--- config.mk ---
export PLATFORM = sky130hd
export DESIGN_NAME = mac_unit
export DESIGN_NICKNAME = d
export VERILOG_FILES = /design/src/rtl/mac_pkg.sv /design/src/rtl/mac_trigger.sv /design/src/rtl/mac_mult.sv /design/src/rtl/mac_accum.sv /design/src/rtl/mac_unit.sv
export SDC_FILE = /design/constraint.sdc
export NUM_CORES = 1
export LEC_CHECK = 0
export BUFFER_PORTS_ARGS = -buffer_cell sky130_fd_sc_hd__buf_2
export CAP_MARGIN = 40
export CORE_MARGIN = 8
export CORE_UTILIZATION = 30
export CTS_BUF_LIST = sky130_fd_sc_hd__clkbuf_2
export DETAILED_ROUTE_END_ITERATION = 8
export PLACE_DENSITY = 0.48
export SYNTH_ARGS = -nofsm -noshare
export SYNTH_HDL_FRONTEND = slang
export SYNTH_SLANG_ARGS = --single-unit
--- constraint.sdc ---
create_clock -name clk -period 19.2 [get_ports clk]
set_input_delay 3.84 -clock clk [delete_from_list [all_inputs] [get_ports clk]]
set_output_delay 3.84 -clock clk [all_outputs]
set_load 0.01 [all_outputs]
--- src/rtl/mac_pkg.sv ---
package mac_pkg;
   // control word bit positions (overflow sits in the top bit of the word)
   localparam int CB_SGN  = 0;
   localparam int CB_ACC  = 1;
   localparam int CB_SUB  = 2;
   localparam int CB_PAIR = 3;
   localparam int CB_SQR  = 4;
   localparam int CB_CLR  = 5;
   localparam int CB_NACC = 6;

   typedef struct packed {
      logic nacc;
      logic sqr;
      logic pair;
      logic sub;
      logic acc;
      logic sgn;
   } mac_ctrl_t;

   typedef enum logic [1:0] {
      OP_MUL = 2'd0,
      OP_MAC = 2'd1,
      OP_MSU = 2'd2,
      OP_NEG = 2'd3
   } mac_op_e;

   function automatic mac_op_e op_of(mac_ctrl_t c);
      if (c.acc) return c.sub ? OP_MSU : OP_MAC;
      return c.sub ? OP_NEG : OP_MUL;
   endfunction
endpackage

--- src/rtl/mac_trigger.sv ---
module mac_trigger #(
   parameter int OP_W = 16
) (
   input  logic            clk,
   input  logic            rst_n,
   input  logic            wr_ctrl,
   input  logic            wr_a,
   input  logic            wr_b,
   input  logic            pair,
   input  logic            sqr,
   input  logic [OP_W-1:0] wdata,
   output logic [OP_W-1:0] opa_q,
   output logic [OP_W-1:0] opb_q,
   output logic [OP_W-1:0] mul_a,
   output logic [OP_W-1:0] mul_b,
   output logic            fire
);
   logic seen_a, seen_b;

   // fire decision from the current write and the pair-tracking flags
   assign fire = (wr_a & (sqr | ~pair | seen_b)) |
                 (wr_b & ~sqr & pair & seen_a);

   // operands as they stand after this cycle's write
   assign mul_a = wr_a ? wdata : opa_q;
   assign mul_b = sqr ? mul_a : (wr_b ? wdata : opb_q);

   always_ff @(posedge clk or negedge rst_n) begin
      if (!rst_n) begin
         opa_q  <= '0;
         opb_q  <= '0;
         seen_a <= 1'b0;
         seen_b <= 1'b0;
      end else begin
         if (wr_a) opa_q <= wdata;
         if (wr_b) opb_q <= wdata;
         if (wr_ctrl || fire) begin
            seen_a <= 1'b0;
            seen_b <= 1'b0;
         end else begin
            if (wr_a && pair) seen_a <= 1'b1;
            if (wr_b && pair) seen_b <= 1'b1;
         end
      end
   end
endmodule

--- src/rtl/mac_mult.sv ---
module mac_mult #(
   parameter int OP_W      = 16,
   parameter bit USE_ARRAY = 1'b0,
   localparam int PW       = 2 * OP_W
) (
   input  logic [OP_W-1:0] a,
   input  logic [OP_W-1:0] b,
   input  logic            sgn,
   output logic [PW-1:0]   p
);
   logic [PW-1:0] ae, be;

   // extend both operands to product width; low PW bits are then correct
   assign ae = {{OP_W{sgn & a[OP_W-1]}}, a};
   assign be = {{OP_W{sgn & b[OP_W-1]}}, b};

   if (USE_ARRAY) begin : g_array
      logic [PW-1:0] pp [PW];
      for (genvar i = 0; i < PW; i++) begin : g_pp
         assign pp[i] = ae[i] ? (be << i) : '0;
      end
      always_comb begin
         p = '0;
         for (int k = 0; k < PW; k++) p = p + pp[k];
      end
   end else begin : g_native
      assign p = ae * be;
   end
endmodule

--- src/rtl/mac_accum.sv ---
module mac_accum #(
   parameter int ACC_W = 48,
   parameter int PW    = 32
) (
   input  logic [ACC_W-1:0] acc,
   input  logic [PW-1:0]    prod,
   input  logic             sgn,
   input  logic             sub,
   output logic [ACC_W-1:0] res,
   output logic             ovf
);
   localparam int MSB = ACC_W - 1;

   logic [ACC_W-1:0] ext;
   logic [ACC_W:0]   wide;
   logic             s_ovf;

   assign ext  = {{(ACC_W-PW){sgn & prod[PW-1]}}, prod};
   assign wide = sub ? ({1'b0, acc} - {1'b0, ext}) : ({1'b0, acc} + {1'b0, ext});
   assign res  = wide[MSB:0];

   always_comb begin
      if (sub) s_ovf = (acc[MSB] != ext[MSB]) && (wide[MSB] != acc[MSB]);
      else     s_ovf = (acc[MSB] == ext[MSB]) && (wide[MSB] != acc[MSB]);
   end

   assign ovf = sgn ? s_ovf : wide[ACC_W];
endmodule

--- src/rtl/mac_unit.sv ---
module mac_unit
   import mac_pkg::*;
#(
   parameter int  OP_W      = 16,
   parameter int  ACC_WORDS = 3,
   parameter bit  USE_ARRAY = 1'b0,
   localparam int AW        = $clog2(5 + ACC_WORDS)
) (
   input  logic            clk,
   input  logic            rst_n,
   input  logic [AW-1:0]   bus_addr,
   input  logic            bus_wr,
   input  logic [OP_W-1:0] bus_wdata,
   output logic [OP_W-1:0] bus_rdata
);
   localparam int PW     = 2 * OP_W;
   localparam int ACC_W  = ACC_WORDS * OP_W;
   localparam int A_CTRL = 0;
   localparam int A_OPA  = 1;
   localparam int A_OPB  = 2;
   localparam int A_ACC0 = 3;
   localparam int A_PRD0 = A_ACC0 + ACC_WORDS;

   if (OP_W < 8) begin : g_bad_opw
      $error("mac_unit: OP_W must be at least 8");
   end
   if (ACC_WORDS < 2) begin : g_bad_acc
      $error("mac_unit: accumulator must hold at least the full product");
   end

   mac_ctrl_t       ctrl_q;
   logic            ovf_q;
   logic [ACC_W-1:0] acc_q;
   logic [PW-1:0]   prod_q;

   logic            wr_ctrl, wr_a, wr_b, fire;
   logic [OP_W-1:0] opa_q, opb_q, mul_a, mul_b;
   logic [PW-1:0]   mul_p, prod_neg;
   logic [ACC_W-1:0] acc_res, neg_ext;
   logic            acc_ovf, sgn_eff;
   mac_op_e         op;

   assign wr_ctrl = bus_wr && (int'(bus_addr) == A_CTRL);
   assign wr_a    = bus_wr && (int'(bus_addr) == A_OPA);
   assign wr_b    = bus_wr && (int'(bus_addr) == A_OPB);

   assign op      = op_of(ctrl_q);
   assign sgn_eff = ctrl_q.sgn | (op == OP_NEG);

   mac_trigger #(.OP_W(OP_W)) u_trig (
      .clk     (clk),
      .rst_n   (rst_n),
      .wr_ctrl (wr_ctrl),
      .wr_a    (wr_a),
      .wr_b    (wr_b),
      .pair    (ctrl_q.pair),
      .sqr     (ctrl_q.sqr),
      .wdata   (bus_wdata),
      .opa_q   (opa_q),
      .opb_q   (opb_q),
      .mul_a   (mul_a),
      .mul_b   (mul_b),
      .fire    (fire)
   );

   mac_mult #(.OP_W(OP_W), .USE_ARRAY(USE_ARRAY)) u_mult (
      .a   (mul_a),
      .b   (mul_b),
      .sgn (sgn_eff),
      .p   (mul_p)
   );

   mac_accum #(.ACC_W(ACC_W), .PW(PW)) u_acc (
      .acc  (acc_q),
      .prod (mul_p),
      .sgn  (ctrl_q.sgn),
      .sub  (ctrl_q.sub),
      .res  (acc_res),
      .ovf  (acc_ovf)
   );

   assign prod_neg = PW'(0) - mul_p;
   assign neg_ext  = {{(ACC_W-PW){prod_neg[PW-1]}}, prod_neg};

   always_ff @(posedge clk or negedge rst_n) begin
      if (!rst_n) begin
         ctrl_q <= '0;
         ovf_q  <= 1'b0;
         acc_q  <= '0;
         prod_q <= '0;
      end else begin
         if (wr_ctrl) begin
            ctrl_q.sgn  <= bus_wdata[CB_SGN];
            ctrl_q.acc  <= bus_wdata[CB_ACC];
            ctrl_q.sub  <= bus_wdata[CB_SUB];
            ctrl_q.pair <= bus_wdata[CB_PAIR];
            ctrl_q.sqr  <= bus_wdata[CB_SQR];
            ctrl_q.nacc <= bus_wdata[CB_NACC];
            ovf_q       <= 1'b0;
            if (bus_wdata[CB_CLR]) acc_q <= '0;
         end
         for (int k = 0; k < ACC_WORDS; k++) begin
            if (bus_wr && (int'(bus_addr) == A_ACC0 + k))
               acc_q[k*OP_W +: OP_W] <= bus_wdata;
         end
         if (fire) begin
            prod_q <= (op == OP_NEG) ? prod_neg : mul_p;
            case (op)
               OP_MAC, OP_MSU: begin
                  acc_q <= acc_res;
                  ovf_q <= ovf_q | acc_ovf;
               end
               OP_NEG: if (ctrl_q.nacc) acc_q <= neg_ext;
               default: ;
            endcase
         end
      end
   end

   always_comb begin
      bus_rdata = '0;
      if (int'(bus_addr) == A_CTRL) begin
         bus_rdata[CB_SGN]  = ctrl_q.sgn;
         bus_rdata[CB_ACC]  = ctrl_q.acc;
         bus_rdata[CB_SUB]  = ctrl_q.sub;
         bus_rdata[CB_PAIR] = ctrl_q.pair;
         bus_rdata[CB_SQR]  = ctrl_q.sqr;
         bus_rdata[CB_NACC] = ctrl_q.nacc;
         bus_rdata[OP_W-1]  = ovf_q;
      end
      if (int'(bus_addr) == A_OPA) bus_rdata = opa_q;
      if (int'(bus_addr) == A_OPB) bus_rdata = opb_q;
      for (int k = 0; k < ACC_WORDS; k++)
         if (int'(bus_addr) == A_ACC0 + k) bus_rdata = acc_q[k*OP_W +: OP_W];
      for (int j = 0; j < 2; j++)
         if (int'(bus_addr) == A_PRD0 + j) bus_rdata = prod_q[j*OP_W +: OP_W];
   end
endmodule

==> results of run 1 <==
kinds of logic (layout without fill, tap and decap cells):
family | count (synthesis) | in the layout
simple gates | 781 | 781
compound gates | 524 | 524
buf+inv | 478 | 485
fa+ha+maj | 416 | 416
xor+xnor | 158 | 158
flops | 121 | 121
mux | 76 | 76
other cells | 0 | 2
area by class of cell:
class | instances | area (um2) | share of cell area
diodes | 2 | 5.00 | 0.000217
clock buffers | 18 | 90.1 | 0.00390
clock inverters | 13 | 129 | 0.00558
inverters | 362 | 1360 | 0.0589
multi-input cells | 1955 | 16600 | 0.721
flip-flops and latches | 121 | 3030 | 0.131
well taps | 950 | 1190 | 0.0515
repair buffers | 92 | 634 | 0.0275
worst register-to-register path, delay by kind of cell (launching register included):
family | cells | cell delay (ps)
AOI/OAI and AO/OA | 14 | 3980
adders and majority gates | 9 | 4120
DFF | 1 | 420
and+or+nand+nor | 9 | 2950
buffers and inverters | 6 | 680
final timing paths:
check                      slack [ps]  cells after the start         from    endpoint
hold / removal                    560                      2   prod_q[21]  prod_q[21]
setup reg to reg                 6980                     38    ctrl_q[2]       ovf_q
min in group asynchronous        3000                      1        rst_n    acc_q[5]
setup / recovery                 3540                     40  bus_addr[1]       ovf_q
max in group asynchronous       14880                      2        rst_n   acc_q[27]
hold reg to reg                   560                      2   prod_q[21]  prod_q[21]
metal layers:
layer | vias up | global-route usage | wire length, um
li1 | 8454 | - | -
met2 | 838 | 0.332 | 38400
met3 | 167 | 0.0279 | 5670
met1 | 9723 | 0.276 | 36400
met4 | 0 | 0.0732 | 3230
met5 | - | 0 | 0
synthesized netlist by cell type (all sizes together), types with 38 or more instances:
cell type	instances	area (um2)
a21oi	145	726
a22oi	68	510
clkbuf	94	353
dfrtp	121	3030
fa	283	5670
ha	133	1660
inv	355	1330
mux2i	38	384
nand2	264	991
nor2	298	1120
o21ai	70	350
xnor2	104	918
xor2	54	473
stage by stage:
step                      setup slack (ps)  instance area (um2)
after floorplan                       4640                21500
after global placement                2940                22700
after detailed placement              2850                22900
after CTS                             3700                23100
after global routing                  2920                23100
final                                 3540                23100
flip-flops by register name (all words and copies together) (netlist names):
| signal | cells |
|---|---|
| ovf_q | 1 |
| u_trig.seen_b | 1 |
| u_trig.seen_a | 1 |
| ctrl_q | 6 |
| u_trig.opa_q | 16 |
| acc_q | 48 |
| prod_q | 32 |
| u_trig.opb_q | 16 |
==> results by group, run 1 <==
Clock tree
  • Clk root buf: clkbuf_2
  • Post-CTS setup buffers: 0
  • Post-CTS resize count: 0
  • TritonCTS Buffers: 17
  • Hold Buf Count CTS: 0
  • Clock tree buffer depth: 2
  • Worst-Skew Late Latency: 810 ps
  • Clk pin slew, worst setup/hold paths: 230 ps
  • Clk sinks: 121
  • CTS tree: built
  • CTS H-tree depth: 4

Critical path
  • CP delay by family, top: compound AO/OA/AOI/OAI gates
  • Worst path max stage delay: 780 ps
  • Startpoint Class: input pin
  • Worst setup EP type: flop
  • CP bufs+invs: 7
  • CP most frequent cell: fa_1
  • Critical path class: in2reg
  • CP required: 19930 ps
  • Max FO, Critical Path: 23
  • Crit path arrival time: 16390 ps
  • Slowest CP cell: a21oi_1

Drt
  • Post-detailed-route count of antenna-violating nets: 0
  • DRT Pass-1 Iters: 5
  • Vias per cell: 5.46
  • Initial DRC count: 1756
  • Vias: 19200
  • Routed WL: 83700 um
  • # DRC: 0
  • DR WL/cell: 23.8 um

Die
  • CORE AREA: 71100 um2
  • Chip Height: 283 um
  • Std cell rows: 98
  • Starting Density: 0.302
  • Die area: 80300 um2
  • Die X: 283 um
  • # IOs: 38

Logic synthesis
  • Main synth FF type: dfrtp_1
  • Synth Area in Compound Gates: 0.163
  • Synth Register Bits: 121
  • Synth Area in Adders: 0.342
  • Syn Std Cell Area: 21500 um2
  • Mapped Avg Cell Area: 8.40 um2
  • Synth unique cells: 87
  • Cells after synthesis: 2554
  • Asr flop ratio synth: 1.00
  • Sequential cell area fraction in the yosys report: 0.141
  • Yosys warnings: 0
  • Post-synthesis simple-gate area fraction: 0.163
  • Synth Area in XOR/XNOR: 0.0649
  • Number of synthesized flops with an enable pin: 0
  • Mux share of post-synthesis cell area: 0.0417
  • Syn_nets: 2992
  • Largest family of logic cells by synthesized area: adder cells

Cells and area
  • Commonest non-fill, non-tap cell in the layout: inv_1
  • NumNets Final: 2987
  • Number of fill cells: 7569
  • Post-layout util: 0.324
  • Area grow syn2layout: 7.56%
  • Share of layout cells above drive strength 1: 0.0730
  • Final Non-Filler Cells: 3513
  • Most frequent cells in the layout: inv_1, nor2_1, fa_1

STA
  • RSZ-0062 raised after global routing: false
  • Tightest Pin Transition: 961 ps
  • Maximum clock frequency: 63.9 MHz
  • Tcrit/Tclk final: 0.816
  • Hold violation total from the final report: 0
  • WHS: 564 ps
  • Clock Skews: 35.9 ps
  • Rel. slew slack: 0.359
  • Setup_tns: 0 ps
  • Final Max Slew Viols: 0
  • Period minus WS final: 15660 ps
  • Final setup violation count: 0

Global routing
  • Initial antenna violation count: 4
  • GRT Overall Usage: 0.204
  • Largest net degree at the start of global routing: 68
  • First-pass GRT wire length: 126000 um
  • GRT Residual Overflow: 0
  • Vias in the first global route: 19600

Placement
  • Placer Congestion: 0.943
  • Post-detail-place hpwl: 67000 um
  • DP Cell Count: 3480
  • Port Buf Inserts: 37

Min path
  • Class of the worst hold path: reg2reg

Outcome
  • Outcome: completed

Job
  • Max Cap Viol: 0
Power of run 1 is not shown: default switching activity piles up to over one toggle a cycle in this logic, so the estimate is an artifact.
==> run 2: changes to the inputs <==
- clock period: 19.2 -> 16 ns (I/O delays scaled with it)
==> run 2 against run 1 <==
  * Clock skew increased by 18 ps
  * Worst setup slack got worse by 2300 ps
  * Clock-buffer cell count unchanged
  * Sequential cell count is the same
  * Critical path depth fell by 1
==> results by group, run 2 (synthesis gave the netlist of run 1 again) <==
Die
  • Die X: 283 um (unchanged)
  • Std cell rows: 98 (unchanged)
  • Die area: 80300 um2 (unchanged)
  • CORE AREA: 71100 um2 (unchanged)
  • Chip Height: 283 um (unchanged)
  • # IOs: 38 (unchanged)
  • Starting Density: 0.302 (unchanged)

STA
  • Hold violation total from the final report: 0 (unchanged)
  • Period minus WS final: 14780 ps
  • WHS: 552 ps (was 564 ps)
  • Maximum clock frequency: 67.6 MHz
  • Tcrit/Tclk final: 0.924
  • Final setup violation count: 0 (unchanged)
  • Tightest Pin Transition: 983 ps (was 961 ps)
  • RSZ-0062 raised after global routing: false (unchanged)
  • Setup_tns: 0 ps (unchanged)
  • Rel. slew slack: 0.343 (was 0.359)
  • Clock Skews: 53.9 ps (was 35.9 ps)
  • Final Max Slew Viols: 0 (unchanged)

Clock tree
  • Worst-Skew Late Latency: 830 ps (was 810 ps)
  • Clk pin slew, worst setup/hold paths: 230 ps (about the same)
  • CTS tree: built (unchanged)
  • Clk sinks: 121 (unchanged)
  • CTS H-tree depth: 4 (unchanged)
  • Hold Buf Count CTS: 0 (unchanged)
  • Clk root buf: clkbuf_2 (unchanged)
  • Clock tree buffer depth: 2 (unchanged)
  • TritonCTS Buffers: 17 (unchanged)
  • Post-CTS setup buffers: 0 (unchanged)
  • Post-CTS resize count: 0 (unchanged)

Drt
  • Initial DRC count: 1646 (was 1756)
  • Vias per cell: 5.41 (was 5.46)
  • Routed WL: 83000 um (was 83700 um)
  • DR WL/cell: 23.5 um (was 23.8 um)
  • DRT Pass-1 Iters: 8 (was 5)
  • # DRC: 0 (unchanged)
  • Post-detailed-route count of antenna-violating nets: 0 (unchanged)
  • Vias: 19100 (was 19200)

Cells and area
  • Number of fill cells: 7639 (was 7569)
  • FF/Latch Area: 3030 um2 (unchanged)
  • Max reg flops: 48 (unchanged)
  • Largest regs: acc_q (48), prod_q (32) (unchanged)
  • Most frequent cells in the layout: inv_1, nor2_1, fa_1 (unchanged)
  • NumNets Final: 3008 (was 2987)
  • Share of layout cells above drive strength 1: 0.0817 (was 0.0730)
  • Final Non-Filler Cells: 3536 (was 3513)
  • Commonest non-fill, non-tap cell in the layout: inv_1 (unchanged)
  • Multi-input gate area: 16700 um2 (was 16600 um2)
  • Biggest register: acc_q (unchanged)
  • Area grow syn2layout: 8.36% (was 7.56%)

Placement
  • Placer Congestion: 0.913 (was 0.943)
  • DP Cell Count: 3500 (was 3480)
  • Port Buf Inserts: 37 (unchanged)
  • Post-detail-place hpwl: 66700 um (was 67000 um)

Global routing
  • Met3 Track Usage GR: 0.0467 (was 0.0279)
  • GRT Residual Overflow: 0 (unchanged)
  • GRT Overall Usage: 0.204 (about the same)
  • M1 GR Usage: 0.271 (was 0.276)
  • Met2 Use GR: 0.329 (was 0.332)
  • First-pass GRT wire length: 126000 um (about the same)
  • Largest net degree at the start of global routing: 67 (was 68)
  • Initial antenna violation count: 8 (was 4)
  • Top Usage Layer GRT: met2 (unchanged)
  • Vias in the first global route: 19700 (was 19600)

Critical path
  • Slowest CP cell: o41ai_2 (was a21oi_1)
  • Worst R2R Path Depth: 38 (unchanged)
  • Startpoint Class: input pin (unchanged)
  • CP most frequent cell: fa_1 (unchanged)
  • Critical path class: in2reg (unchanged)
  • Flop2flop setup slack: 4100 ps (was 6980 ps)
  • Worst path max stage delay: 650 ps (was 780 ps)
  • RR Endpoint: ovf_q (unchanged)
  • Max FO, Critical Path: 19 (was 23)
  • Worst setup EP type: flop (unchanged)
  • CP required: 16710 ps (was 19930 ps)
  • Reg2reg start: ctrl_q[1] (was ctrl_q[2])
  • Crit path arrival time: 15490 ps (was 16390 ps)

Min path
  • Hold Path Origin: prod_q[0] (was prod_q[21])
  • WHS Path Cells: 1 (was 2)
  • Class of the worst hold path: reg2reg (unchanged)
  • Hold Crit Endpoint: prod_q[0] (was prod_q[21])

Job
  • Max Cap Viol: 0 (unchanged)

Outcome
  • Outcome: completed (unchanged)
## run 2: how the worst max path moves through the flow
stage / start / end / slack, ps / cells past startpoint
final: bus_addr[1] / ovf_q / 1220 / 39
after floorplan: bus_addr[1] / ovf_q / 2080 / 42
after detailed placement: bus_addr[1] / ovf_q / 580 / 39
after global placement: bus_addr[1] / ovf_q / 770 / 39
after global routing: bus_addr[1] / ovf_q / 500 / 39
after CTS: bus_addr[1] / ovf_q / 1450 / 39
## run 2: layout make-up
class | instances | area share
clock inverter | 14 | 0.00533
tap | 950 | 0.0511
clock buffer | 18 | 0.00387
antenna | 3 | 0.000323
inverter | 362 | 0.0584
sequential | 121 | 0.130
multi-input combinational | 1955 | 0.716
timing repair buffer | 113 | 0.0343
## run 2: per-stage QoR
stage	utilization	cell area (um2)	setup slack [ps]
floorplan	-	21500	2080
finish	0.327	23200	1220
detailed placement	0.324	23000	579
global route	0.327	23200	501
CTS	0.327	23200	1450
global placement	0.323	22900	772
## run 2: per-layer routing
layer	vias up	routed length (um)
li1	8517	-
met1	9719	36100
met2	759	37700
met3	147	6370
met4	4	2730
met5	-	27
## run 2: worst max-delay path, delay by kind of cell
family,cells,cell delay (ps)
AOI/OAI and AO/OA,14,4380
adders and majority gates,8,3760
buffers and inverters,6,1140
muxes,1,390
and+or+nand+nor,10,2560
Power of run 2 is left out for the same reason.
